--- src/rtl/pfecc_pkg.sv ---
package pfecc_pkg;
  localparam int ADDR_W = 8;
  localparam int DATA_W = 32;
  localparam int CNT_W  = 14;

  localparam logic [ADDR_W-1:0] OFS_PF_CFGA   = 8'h00;
  localparam logic [ADDR_W-1:0] OFS_PF_CFGB   = 8'h04;
  localparam logic [ADDR_W-1:0] OFS_PF_RUN    = 8'h08;
  localparam logic [ADDR_W-1:0] OFS_PF_STAT   = 8'h0C;
  localparam logic [ADDR_W-1:0] OFS_ECC_CFG   = 8'h10;
  localparam logic [ADDR_W-1:0] OFS_ECC_PTR   = 8'h14;
  localparam logic [ADDR_W-1:0] OFS_ECC_SIZE  = 8'h18;
  localparam logic [ADDR_W-1:0] OFS_RES_LO    = 8'h40;
  localparam logic [ADDR_W-1:0] OFS_RES_HI    = 8'h60;

  localparam logic [DATA_W-1:0] MSK_PF_CFGA   = 32'h7F8F_7FBF;
  localparam logic [DATA_W-1:0] MSK_PF_CFGB   = 32'h0000_3FFF;
  localparam logic [DATA_W-1:0] MSK_ECC_SIZE  = 32'h3FCF_F1FF;
  localparam logic [DATA_W-1:0] RST_PF_CFGA   = 32'h0000_4000;
  localparam logic [DATA_W-1:0] RST_ECC_SIZE  = 32'h3FCF_F000;

  localparam int CLR_BIT = 8;
endpackage

--- src/rtl/pf_regs.sv ---
module pf_regs
  import pfecc_pkg::*;
#(
  parameter int FIFO_W     = 8,
  parameter int FULL_LEVEL = 64
) (
  input  logic              clk,
  input  logic              rst,
  input  logic              wr_en,
  input  logic [ADDR_W-1:0] addr,
  input  logic [DATA_W-1:0] wdata,
  input  logic [CNT_W-1:0]  xfer_count,
  output logic [DATA_W-1:0] cfg_a,
  output logic [DATA_W-1:0] cfg_b,
  output logic              run_q,
  output logic [FIFO_W-1:0] level_q,
  output logic [DATA_W-1:0] status
);
  localparam logic [FIFO_W-1:0] FULL = FIFO_W'(FULL_LEVEL);

  always_ff @(posedge clk) begin
    if (rst) begin
      cfg_a   <= RST_PF_CFGA;
      cfg_b   <= '0;
      run_q   <= 1'b0;
      level_q <= '0;
    end else if (wr_en) begin
      case (addr)
        OFS_PF_CFGA: cfg_a <= wdata & MSK_PF_CFGA;
        OFS_PF_CFGB: cfg_b <= wdata & MSK_PF_CFGB;
        OFS_PF_RUN: begin
          run_q <= wdata[0];
          if (wdata[0]) level_q <= cfg_a[0] ? FULL : '0;
        end
        default: ;
      endcase
    end
  end

  logic [FIFO_W-1:0] thresh;
  logic              above;
  assign thresh = FIFO_W'(cfg_a[14:8]);
  assign above  = level_q > thresh;

  always_comb begin
    status = '0;
    status[24 +: FIFO_W] = level_q;
    status[16]           = above;
    status[CNT_W-1:0]    = xfer_count;
  end
endmodule

--- src/rtl/ecc_regs.sv ---
module ecc_regs
  import pfecc_pkg::*;
#(
  parameter int SLOTS = 9,
  localparam int PTR_W = $clog2(SLOTS + 1)
) (
  input  logic              clk,
  input  logic              rst,
  input  logic              wr_en,
  input  logic [ADDR_W-1:0] addr,
  input  logic [DATA_W-1:0] wdata,
  output logic [3:0]        cfg_q,
  output logic [PTR_W-1:0]  ptr_q,
  output logic [DATA_W-1:0] size_q,
  output logic              clr_pulse
);
  localparam logic [PTR_W-1:0] MAX_PTR = PTR_W'(SLOTS);

  logic [PTR_W-1:0] new_ptr;
  logic             ptr_bad;
  logic             ptr_wr;
  assign ptr_wr    = wr_en && (addr == OFS_ECC_PTR);
  assign new_ptr   = wdata[PTR_W-1:0];
  assign ptr_bad   = (new_ptr == '0) || (new_ptr > MAX_PTR);
  assign clr_pulse = ptr_wr && wdata[CLR_BIT];

  always_ff @(posedge clk) begin
    if (rst) begin
      cfg_q  <= '0;
      ptr_q  <= '0;
      size_q <= RST_ECC_SIZE;
    end else if (wr_en) begin
      case (addr)
        OFS_ECC_CFG:  cfg_q  <= wdata[3:0];
        OFS_ECC_SIZE: size_q <= wdata & MSK_ECC_SIZE;
        OFS_ECC_PTR: begin
          if (ptr_bad) begin
            ptr_q    <= '0;
            cfg_q[0] <= 1'b0;
          end else begin
            ptr_q <= new_ptr;
          end
        end
        default: ;
      endcase
    end
  end
endmodule

--- src/rtl/ecc_pack.sv ---
module ecc_pack
  import pfecc_pkg::*;
#(
  parameter int SLOTS = 9,
  parameter int CP_W  = 6,
  parameter int LP_W  = 9,
  localparam int HALF = CP_W / 2
) (
  input  logic [SLOTS*CP_W-1:0]             col_par,
  input  logic [SLOTS*LP_W-1:0]             lpar_a,
  input  logic [SLOTS*LP_W-1:0]             lpar_b,
  output logic [SLOTS-1:0][DATA_W-1:0]      words
);
  for (genvar s = 0; s < SLOTS; s++) begin : g_slot
    logic [CP_W-1:0] cp;
    assign cp = col_par[s*CP_W +: CP_W];
    always_comb begin
      words[s] = '0;
      words[s][HALF-1:0]        = cp[HALF-1:0];
      words[s][16 +: HALF]      = cp[CP_W-1:HALF];
      words[s][HALF +: LP_W]    = lpar_a[s*LP_W +: LP_W];
      words[s][16+HALF +: LP_W] = lpar_b[s*LP_W +: LP_W];
    end
  end
endmodule

--- src/rtl/pfecc_regs.sv ---
module pfecc_regs
  import pfecc_pkg::*;
#(
  parameter int SLOTS      = 9,
  parameter int CP_W       = 6,
  parameter int LP_W       = 9,
  parameter int FIFO_W     = 8,
  parameter int FULL_LEVEL = 64,
  localparam int PTR_W     = $clog2(SLOTS + 1),
  localparam int IDX_W     = $clog2(SLOTS)
) (
  input  logic                   clk,
  input  logic                   rst,
  input  logic                   wr_en,
  input  logic                   rd_en,
  input  logic [ADDR_W-1:0]      addr,
  input  logic [DATA_W-1:0]      wdata,
  output logic [DATA_W-1:0]      rdata,
  input  logic [CNT_W-1:0]       xfer_count,
  input  logic [SLOTS*CP_W-1:0]  col_par,
  input  logic [SLOTS*LP_W-1:0]  line_par_a,
  input  logic [SLOTS*LP_W-1:0]  line_par_b,
  output logic                   acc_clear,
  output logic [PTR_W-1:0]       ecc_ptr,
  output logic                   ecc_enable,
  output logic [FIFO_W-1:0]      fifo_level,
  output logic                   prefetch_run
);
  logic [DATA_W-1:0] cfg_a, cfg_b, status, size_q;
  logic [3:0]        ecc_cfg;
  logic [SLOTS-1:0][DATA_W-1:0] words;

  pf_regs #(.FIFO_W(FIFO_W), .FULL_LEVEL(FULL_LEVEL)) u_pf (
    .clk, .rst, .wr_en, .addr, .wdata, .xfer_count,
    .cfg_a, .cfg_b, .run_q(prefetch_run), .level_q(fifo_level), .status
  );

  ecc_regs #(.SLOTS(SLOTS)) u_ecc (
    .clk, .rst, .wr_en, .addr, .wdata,
    .cfg_q(ecc_cfg), .ptr_q(ecc_ptr), .size_q, .clr_pulse(acc_clear)
  );

  ecc_pack #(.SLOTS(SLOTS), .CP_W(CP_W), .LP_W(LP_W)) u_pack (
    .col_par, .lpar_a(line_par_a), .lpar_b(line_par_b), .words
  );

  assign ecc_enable = ecc_cfg[0];

  logic              in_res;
  logic [2:0]        slot_sel;
  logic [IDX_W-1:0]  res_idx;
  logic [DATA_W-1:0] rd_mux;
  assign in_res   = (addr >= OFS_RES_LO) && (addr <= OFS_RES_HI) && (addr[1:0] == 2'b00);
  assign slot_sel = addr[4:2];
  assign res_idx  = IDX_W'(slot_sel);

  always_comb begin
    case (addr)
      OFS_PF_CFGA:  rd_mux = cfg_a;
      OFS_PF_CFGB:  rd_mux = cfg_b;
      OFS_PF_RUN:   rd_mux = DATA_W'(prefetch_run);
      OFS_PF_STAT:  rd_mux = status;
      OFS_ECC_CFG:  rd_mux = DATA_W'(ecc_cfg);
      OFS_ECC_PTR:  rd_mux = DATA_W'(ecc_ptr);
      OFS_ECC_SIZE: rd_mux = size_q;
      default:      rd_mux = (in_res && (32'(slot_sel) < SLOTS)) ? words[res_idx] : '0;
    endcase
  end

  always_ff @(posedge clk) begin
    if (rst)        rdata <= '0;
    else if (rd_en) rdata <= rd_mux;
  end
endmodule

--- config.mk ---
export PLATFORM = sky130hd
export DESIGN_NAME = pfecc_regs
export DESIGN_NICKNAME = d
export VERILOG_FILES = /design/src/rtl/pfecc_pkg.sv /design/src/rtl/pf_regs.sv /design/src/rtl/ecc_regs.sv /design/src/rtl/ecc_pack.sv /design/src/rtl/pfecc_regs.sv
export SDC_FILE = /design/constraint.sdc
export NUM_CORES = 1
export LEC_CHECK = 0
export BUFFER_PORTS_ARGS = -buffer_cell sky130_fd_sc_hd__buf_4
export CORE_ASPECT_RATIO = 0.6
export CORE_MARGIN = 10
export CORE_UTILIZATION = 35
export DETAILED_ROUTE_END_ITERATION = 8
export PLACE_DENSITY = 0.68
export SLEW_MARGIN = 15
export SYNTH_ARGS = -nofsm -noshare
export SYNTH_HDL_FRONTEND = slang
export SYNTH_SLANG_ARGS = --single-unit
--- constraint.sdc ---
create_clock -name clk -period 1.9 [get_ports clk]
set_clock_uncertainty 0.15 [all_clocks]
set_input_delay 0.095 -clock clk [delete_from_list [all_inputs] [get_ports clk]]
set_output_delay 0.095 -clock clk [all_outputs]
set_load 0.01 [all_outputs]
==> flow_summary_export.csv <==
group,metric,value,unit
status,outcome,"finished clean",
global_routing,grt_start_max_net_pins,43,
die,start_util,0.357,
global_routing,grt_pass1_wl,40300,um
timing,worst_pin_slew,0.522,ns
worst_hold_path,worstHoldPathCells,2,
worst_setup_path,cpMaxStageDelayCell,"or3_1",
timing,fin_crit_sh,0.959,
worst_hold_path,whs_endpoint,"rdata[15]",
yosys,synth-seq-area-share,0.346,
yosys,synth-edff-count,0,
placement,hpwl,21700,um
timing,post-route-min-period,1.82,ns
yosys,yosys.area.top_type_share,0.346,
timing,tns,0,ns
die,die_area,23400,um2
yosys,syn_area,6130,um2
worst_setup_path,arrival,1.58,ns
yosys,ys_warn_count,0,
clock_tree,clk_pin_slew_worst_paths,0.08,ns
yosys,yosys.cell_types.count,58,
worst_setup_path,cp_top_family,"simple AND/OR/NAND/NOR gates",
routing,drc_errors,0,
worst_setup_path,crit_path_end_kind,"output port",
routing,wl_per_cell,21.2,um
worst_setup_path,path_cells,"buf_4 -> buf_4 -> or3_1 -> nor4_2 -> buf_4 -> buf_12 -> and3_1 -> buf_4",
global_routing,antenna_found_initial,1,
layout,utilization,0.561,
global_routing,track_usage,0.220,
routing,drtIter0Drc,608,
clock_tree,clock_latency,0.36,ns
clock_tree,ctsResizeCount,0,
clock_tree,htree_levels,3,
placement,placed_cell_area,8940,um2
flow_run,drv_cap,0,
yosys,ys_seq_elements,106,
worst_setup_path,crit-reg2reg-capture,"rdata[2]",
clock_tree,cts_tree,"built",
yosys,synth_cells,695,
clock_tree,cts-root-buf,"clkbuf_16",
clock_tree,cts_buffer_depth,2,
placement,dp.cells,1225,
layout,nets,1314,
worst_hold_path,hp-start,"rst",
worst_setup_path,cp.required,1.65,ns
global_routing,met1_usage,0.287,
power_and_ir_drop,power_density,555,nW/um2
yosys,synth_most_common_cell,"nand2_1",
power_and_ir_drop,finalPower,5.34,mW
routing,firstDrtPassIters,6,
worst_setup_path,critPathKind,"input port to output port",
global_routing,use_met2,0.360,
layout,final_layout_size_suffix_gt1_frac,0.420,
clock_tree,numClockSinks,106,
worst_setup_path,cp_slowest_stage_delay,0.46,ns
die,coreArea,17200,um2
worst_hold_path,hold_class,"input port to register",
worst_setup_path,ff2ff_setup_slack,0.19,ns
global_routing,top_usage_layer,"met2",
worst_setup_path,reg2reg_from,"u_ecc.ptr_q[2]",
worst_setup_path,cpMostUsedCell,"buf_4",
routing,via_per_inst,5.28,
placement,gp_congestion,0.894,
yosys,postSynthAreaPerCell,8.82,um2
timing,slew_viol_final,0,
routing,num_vias,6754,
placement,port_buffers,285,
die,fp.dieH,122,um
timing,fmax,0.549,GHz
routing,wl,27200,um
timing,slew_headroom,0.649,
timing,hold_viol_final,0,
global_routing,first_global_vias,6881,
yosys,yosys-top-cells-count,"168 x nand2_1, 106 x dfxtp_1, 71 x a21oi_1",
worst_setup_path,crit_buf_inv,5,
die,core.rowCount,37,
layout,syn_to_final_growth,57.2,%
worst_setup_path,rr_worst_depth,5,
yosys,ys.flop_type,"dfxtp_1",
worst_setup_path,start_kind,"input port",
layout,num_antenna_cells,0,
yosys,yosysTopAreaCell,"dfxtp_1",
clock_tree,cts_made_buffers,9,
timing,finalSetupViolCount,0,
global_routing,grt_overflow,0,
routing,ant_nets,0,
power_and_ir_drop,p_leak,4.04,nW
die,die_w,191,um
global_routing,grt_use_met3,0.0663,
worst_setup_path,critPathMaxFanout,5,
die,io_pins,321,
yosys,synth.area.top_cells,"dfxtp_1 35%, mux4_2 16%, nand2_1 10%, a21oi_1 5.8%, mux2i_1 3.6%",
timing,rsz0062_at_grt,"no",
yosys,async_reset_ff_frac,0,
layout,final_area,9630,um2
power_and_ir_drop,worst_ir_drop_vdd,0.000391,V
layout,final-instance-count-excl-fill,1279,
[registers in the layout, indices dropped and copies added, names as in the netlist]
name / cells
rdata: 31
u_pf.cfg_a: 26
u_ecc.size_q: 25
u_pf.cfg_b: 14
u_ecc.cfg_q: 4
u_ecc.ptr_q: 4
u_pf.level_q: 1
u_pf.run_q: 1
[cell families after synthesis]
group | after synthesis | share of synthesized area
simple gates | 281 | 0.211
compound gates | 154 | 0.162
flops | 106 | 0.346
mux | 80 | 0.223
buf+inv | 73 | 0.0570
other cells | 1 | 0.000612
[cell type report]
| cell class | count | area, um2 |
|---|---|---|
| fill | 1601 | 7540 |
| sequential | 106 | 2120 |
| clock buffer | 10 | 239 |
| clock inverter | 6 | 71.3 |
| inverter | 5 | 18.8 |
| tap | 234 | 293 |
| multi-input combinational | 523 | 3690 |
| timing repair buffer | 395 | 3200 |
[cell usage in the layout (no fill, tap or decap), types with 3 or more instances in the layout]
cell type	Yosys	final
inv_6	0	3
a21o_1	6	6
a22oi_1	18	18
conb_1	1	8
a211oi_1	7	7
buf_12	0	11
nand2_1	168	168
nor2_1	28	28
buf_4	11	347
a31oi_1	5	5
a311oi_1	4	4
nand3b_1	18	18
nand2b_1	5	5
a21oi_1	71	71
and2_1	4	4
dlygate4sd3_1	0	37
mux4_2	44	44
nand4_1	5	5
a221oi_1	6	6
clkbuf_16	0	9
inv_1	3	3
nor3_1	8	8
mux2i_1	22	22
o21ai_0	9	9
and3_1	5	5
o22a_1	5	5
a32oi_1	3	3
nand3_1	22	22
nor4b_1	3	3
mux2_2	14	14
dfxtp_1	106	106
a22o_1	4	4
[power by group]
group | total [mW] | switching [mW] | internal, mW
combinational | 1.12 | 0.432 | 0.683
sequential | 2.24 | 0.00953 | 2.23
clock | 1.98 | 0.909 | 1.07
[timing repair]
item                       in CTS  in global routing
setup buffers                   0                  1
hold buffers                   37                  0
hold endpoints to repair       80                  0
setup endpoints to repair       0                  1
[routing by layer]
metal / vias to the layer above / wire (um)
met1: 3222 / 11500
li1: 3215 / -
met2: 296 / 12900
met4: 2 / 253
met3: 19 / 2440
met5: - / 13
[stage by stage]
step,setup WS [ns],hold slack [ns]
after floorplan,0.0368,0.0658
after global placement,-0.133,0.158
after detailed placement,-0.202,0.165
after CTS,0.0605,0.0172
after global routing,0.0233,0.0265
final,0.0776,0.0113
[worst max-delay path by stage]
stage	to	slack (ns)	depth (start not counted)	from
CTS	acc_clear	0.06	8	addr[7]
floorplan	u_pf.cfg_a[10]	0.04	7	addr[4]
finish	acc_clear	0.08	8	addr[7]
detailed placement	rdata[23]	-0.20	9	addr[4]
global route	acc_clear	0.02	8	addr[7]
global placement	rdata[10]	-0.13	7	addr[7]
Note: power is estimated with default switching activity, not from simulation.
